`src/rtl/acc_scale_pkg.sv`:
```
package acc_scale_pkg;

    localparam int EXT_W  = 8;
    localparam int WORD_W = 24;
    localparam int ACC_W  = EXT_W + 2 * WORD_W;
    localparam int CHK_W  = EXT_W + 2;   // spill + extension + high-word MSB

    typedef enum logic [1:0] {
        SCALE_NONE = 2'b00,
        SCALE_DOWN = 2'b01,
        SCALE_UP   = 2'b10,
        SCALE_RSVD = 2'b11
    } scale_mode_e;

    typedef struct packed {
        logic [ACC_W-1:0] value;   // scaled accumulator
        logic             spill;   // bit lost off the top (sign copy if none)
    } scaled_t;

    typedef struct packed {
        logic [WORD_W-1:0] word;
        logic              clipped;
    } limit_t;

    function automatic logic bits_agree(input logic [CHK_W-1:0] b);
        return (&b) | ~(|b);
    endfunction

    function automatic logic [WORD_W-1:0] clip_word(input logic negative);
        return negative ? {1'b1, {(WORD_W-1){1'b0}}} : {1'b0, {(WORD_W-1){1'b1}}};
    endfunction

endpackage

```
`src/rtl/acc_scale_shift.sv`:
```
module acc_scale_shift
    import acc_scale_pkg::*;
(
    input  logic [ACC_W-1:0] acc_i,
    input  scale_mode_e      mode_i,
    output scaled_t          scaled_o
);
    localparam int TOP = ACC_W - 1;

    always_comb begin
        scaled_o.spill = acc_i[TOP];
        unique case (mode_i)
            SCALE_DOWN: scaled_o.value = {acc_i[TOP], acc_i[TOP:1]};
            SCALE_UP:   scaled_o.value = {acc_i[TOP-1:0], 1'b0};
            default:    scaled_o.value = acc_i;   // none and reserved
        endcase
    end
endmodule

```
`src/rtl/acc_scale_limit.sv`:
```
module acc_scale_limit
    import acc_scale_pkg::*;
(
    input  scaled_t scaled_i,
    input  logic    sign_i,
    output limit_t  result_o
);
    localparam int HI_LSB = WORD_W;
    localparam int HI_MSB = 2 * WORD_W - 1;

    logic fits;

    always_comb begin
        fits = bits_agree({scaled_i.spill, scaled_i.value[ACC_W-1:HI_MSB]});
        result_o.clipped = ~fits;
        result_o.word    = fits ? scaled_i.value[HI_MSB:HI_LSB] : clip_word(sign_i);
    end
endmodule

```
`src/rtl/acc_read_scaler.sv`:
```
module acc_read_scaler
    import acc_scale_pkg::*;
(
    input  logic              clk,
    input  logic              rst,
    input  logic              rd_en,
    input  logic [ACC_W-1:0]  acc_in,
    input  logic [1:0]        scale_mode,
    input  logic              flag_clr,
    output logic [WORD_W-1:0] rd_data,
    output logic              rd_valid,
    output logic              limit_flag
);
    scaled_t scaled;
    limit_t  lim;

    acc_scale_shift u_shift (
        .acc_i    (acc_in),
        .mode_i   (scale_mode_e'(scale_mode)),
        .scaled_o (scaled)
    );

    acc_scale_limit u_limit (
        .scaled_i (scaled),
        .sign_i   (acc_in[ACC_W-1]),
        .result_o (lim)
    );

    always_ff @(posedge clk) begin
        if (rst) begin
            rd_data    <= '0;
            rd_valid   <= 1'b0;
            limit_flag <= 1'b0;
        end else begin
            rd_valid <= rd_en;
            if (rd_en) rd_data <= lim.word;
            if (rd_en && lim.clipped) limit_flag <= 1'b1;   // set wins over clear
            else if (flag_clr)        limit_flag <= 1'b0;
        end
    end

    AST_VALID_FOLLOWS_READ: assert property (@(posedge clk) disable iff (rst)
        rd_en |=> rd_valid);
    AST_DATA_HOLD: assert property (@(posedge clk) disable iff (rst)
        !rd_en |=> $stable(rd_data));
    AST_FLAG_STICKY: assert property (@(posedge clk) disable iff (rst)
        (limit_flag && !flag_clr) |=> limit_flag);
    AST_FLAG_CLEAR: assert property (@(posedge clk) disable iff (rst)
        (flag_clr && !(rd_en && lim.clipped)) |=> !limit_flag);
    AST_NOSHIFT_PASS: assert property (@(posedge clk) disable iff (rst)
        (rd_en && scale_mode == 2'b00 && (&acc_in[55:47] || !(|acc_in[55:47])))
        |=> rd_data == $past(acc_in[47:24]));
    AST_DOWN_PASS: assert property (@(posedge clk) disable iff (rst)
        (rd_en && scale_mode == 2'b01 && (&acc_in[55:48] || !(|acc_in[55:48])))
        |=> rd_data == $past(acc_in[48:25]));
    AST_UP_PASS: assert property (@(posedge clk) disable iff (rst)
        (rd_en && scale_mode == 2'b10 && (&acc_in[55:46] || !(|acc_in[55:46])))
        |=> rd_data == $past(acc_in[46:23]));
endmodule

```
`config.mk`:
```
export PLATFORM = sky130hd
export DESIGN_NAME = acc_read_scaler
export DESIGN_NICKNAME = d
export VERILOG_FILES = /design/src/rtl/acc_scale_pkg.sv /design/src/rtl/acc_scale_shift.sv /design/src/rtl/acc_scale_limit.sv /design/src/rtl/acc_read_scaler.sv
export SDC_FILE = /design/constraint.sdc
export NUM_CORES = 1
export LEC_CHECK = 0
export ABC_CLOCK_PERIOD_IN_PS = 2440
export CAP_MARGIN = 10
export CORE_UTILIZATION = 30
export CTS_BUF_LIST = sky130_fd_sc_hd__clkbuf_8 sky130_fd_sc_hd__clkbuf_16
export CTS_CLUSTER_SIZE = 10
export DETAILED_ROUTE_END_ITERATION = 10
export MAX_ROUTING_LAYER = met4
export PLACE_DENSITY_LB_ADDON = 0.2
export RECOVER_POWER = 50
export SLEW_MARGIN = 15
export SYNTH_ARGS = -nofsm -noshare
export SYNTH_HDL_FRONTEND = slang
export SYNTH_SLANG_ARGS = --single-unit
```
`constraint.sdc`:
```
create_clock -name clk -period 2.44 [get_ports clk]
set_clock_uncertainty 0.2 [all_clocks]
set_input_delay 0.366 -clock clk [delete_from_list [all_inputs] [get_ports clk]]
set_output_delay 0.366 -clock clk [all_outputs]
set_load 0.05 [all_outputs]
```
==> impl_metrics.env <==
export IMPL_max_stage_delay_ps=480
export IMPL_cp_startpoint="acc_in[47]"
export IMPL_finalSetupTns_ps=0
export IMPL_holdBufCountCts=0
export IMPL_status="complete, no violations"
export IMPL_placed_cells=315
export IMPL_rows=26
export IMPL_clk_pin_slew_ps=90
export IMPL_maxCapViolCount=0
export IMPL_port_buffers=64
export IMPL_fin_total_pwr_mw=1.325
export IMPL_dieArea_um2=5729
export IMPL_syn_nets=241
export IMPL_cp_required_ps=2440
export IMPL_startpoint_type="primary input"
export IMPL_period_needed_ps=2232
export IMPL_synth_edf_count=0
export IMPL_power_density_nw_per_um2=480.0
export IMPL_antenna_found_initial=0
export IMPL_whs_ps=279.3
export IMPL_rrSetupSlack_ps=1550
export IMPL_hpwl_um=3392
export IMPL_ys_ff_latch=26
export IMPL_wire_per_inst_um=14.79
export IMPL_ys_top_cells_by_area="dfxtp_1, a221o_1, a211oi_2"
export IMPL_drt_vias_per_instance=5.535
export IMPL_overflow=0
export IMPL_globalRouteTotalUtil_pct=18.55
export IMPL_worstSkewPairLatency_ps=270
export IMPL_setup_violations=0
export IMPL_crit_family="compound AO/OA/AOI/OAI gates"
export IMPL_ff2ff_path_depth=2
export IMPL_crit_type="primary input to flop"
export IMPL_layout_nets=328
export IMPL_yosys_warnings=0
export IMPL_hp_start="limit_flag"
export IMPL_critical_path_arrival_ps=2230
export IMPL_synth_area_leader_cell="dfxtp_1"
export IMPL_synth_top_cell_area_share_pct=31.95
export IMPL_die_w_um=75.69
export IMPL_grt_pass1_vias=1685
export IMPL_diodes=0
export IMPL_drv_slew=0
export IMPL_drcViolationCount=0
export IMPL_area_growth_pct=69.43
export IMPL_whs_endpoint="limit_flag"
export IMPL_cts_tree="yes"
export IMPL_hold_depth=1
export IMPL_rsz0062_at_grt="false"
export IMPL_via_count=1843
export IMPL_synth_most_common_cell="a221o_1"
export IMPL_globalplace_congestion=0.8652
export IMPL_async_flop_share_pct=0
export IMPL_cts_sinks=26
export IMPL_cp_max_fo=13
export IMPL_antenna_left=0
export IMPL_peakVddDrop_uv=265.7
export IMPL_grt_first_pass_wirelength_um=7969
export IMPL_hold_path_class="flop to flop"
export IMPL_netlist_instances=177
export IMPL_die_h_um=75.69
export IMPL_grt_max_degree=24
export IMPL_reg2reg_from="rd_data[22]"
export IMPL_tightest_slew_ps=516.4
export IMPL_rr_endpoint="rd_data[22]"
export IMPL_clock_path_buffers=2
export IMPL_drtPass1Iterations=4
export IMPL_fin_crit_sh_pct=91.47
export IMPL_start_util_pct=31.49
export IMPL_worst_setup_path_end_kind="flop"
export IMPL_fillCellCount=493
export IMPL_fmax_ghz=0.4480
export IMPL_netlist_area_um2=1629
export IMPL_slew_headroom_pct=65.46
export IMPL_worst_path_buf_inv=2
export IMPL_synthTopCellsByCount="a221o_1, o21ai_0, dfxtp_1, nor2_1, a211oi_2"
export IMPL_drt_iter0_markers=116
export IMPL_synth_seq_area_share_pct=31.95
export IMPL_ys_flop_type="dfxtp_1"
export IMPL_drive_gt1_share_pct=27.76
export IMPL_seqCellArea_um2=520.5
export IMPL_io_pins=88
export IMPL_wl_um=4926
export IMPL_cts_buffers=3
export IMPL_path_cells="clkdlybuf4s50_1, a221o_1, o21ai_1, a2111oi_2, nand3_1, a31o_4, buf_12, a211oi_2"
export IMPL_synthDistinctLibCells=26
export IMPL_core_area_um2=5172
export IMPL_htree_levels=1
export IMPL_power_leakage_nw=1.058
export IMPL_cts_root_buf="clkbuf_8"
export IMPL_fin_cells=333
export IMPL_syn_avg_cell_area_um2=9.204
export IMPL_multi_input_area_um2=1032
export IMPL_hold_viol=0
export IMPL_slowest_stage="clkdlybuf4s50_1"
==> logic make-up (layout without fill, tap and decap cells) <==
group / Yosys count / count (layout) / share of synthesized area, %
fa+ha+maj: 2 / 2 / 1.536
buf+inv: 22 / 108 / 7.834
flops: 26 / 26 / 31.95
mux: 1 / 1 / 0.6145
compound gates: 92 / 92 / 48.69
simple gates: 34 / 34 / 9.370
==> sequential cells by signal, indices dropped and copies added (netlist names) <==
name / count
rd_data: 24
limit_flag: 1
rd_valid: 1
==> worst max path at each step <==
stage / endpoint / slack [ps] / cells past startpoint
final: rd_data[3] / 210 / 8
after global placement: rd_data[20] / -510 / 11
after global routing: rd_data[3] / 70 / 8
after CTS: rd_data[10] / 110 / 13
after floorplan: rd_data[10] / 110 / 10
after detailed placement: rd_data[11] / -570 / 11
==> report_power, final <==
part           switching (mW)  internal [mW]  leakage (nW)  total, mW
Clock                   0.137          0.144        0.0288      0.282
Combinational           0.311          0.261         0.814      0.572
Sequential             0.0157          0.456         0.216      0.472
==> cell usage in the layout (no fill, tap or decap), types with 2 or more instances in the layout <==
master           instances
dfxtp_1                 26
buf_16                   3
o21ai_1                  5
clkbuf_2                 2
dlygate4sd3_1           25
nor2_1                  26
o21ai_0                 26
a221o_1                 30
clkdlybuf4s50_1         37
a211oi_2                22
and4_1                   2
buf_6                    3
buf_4                   24
clkbuf_8                 4
buf_12                   6
ha_4                     2
a211oi_1                 2
==> layout make-up <==
class / instances / share of cell area (%)
clock buffers: 4 / 1.995
well taps: 70 / 3.173
multi-input cells: 129 / 37.40
inverters: 3 / 0.4986
repair buffers: 101 / 38.08
flip-flops and latches: 26 / 18.86
==> metrics by stage <==
stage	instance area, um^2	worst slack [ps]	util [%]
finish	2760	208.1	53.36
global route	2760	68.15	53.36
CTS	2745	107.2	53.07
detailed placement	2464	-570.6	47.63
global placement	2464	-513.1	47.63
floorplan	1629	108.6	-
==> layer usage <==
layer | track usage, % | up-vias | part of all wire [%]
met1 | 24.60 | 892 | 45
met5 | - | - | 0
met4 | 4.733 | 0 | 0.95
met3 | 2.381 | 5 | 4.7
met2 | 29.86 | 64 | 49
li1 | - | 882 | -
==> what timing repair did <==
action,4_1_cts,5_1_grt
gates cloned,3,0
endpoints found under the setup margin,24,23
pin swaps,7,6
setup buffers,9,2
gates resized for setup,17,9
Note: power is estimated with default switching activity, not from simulation.
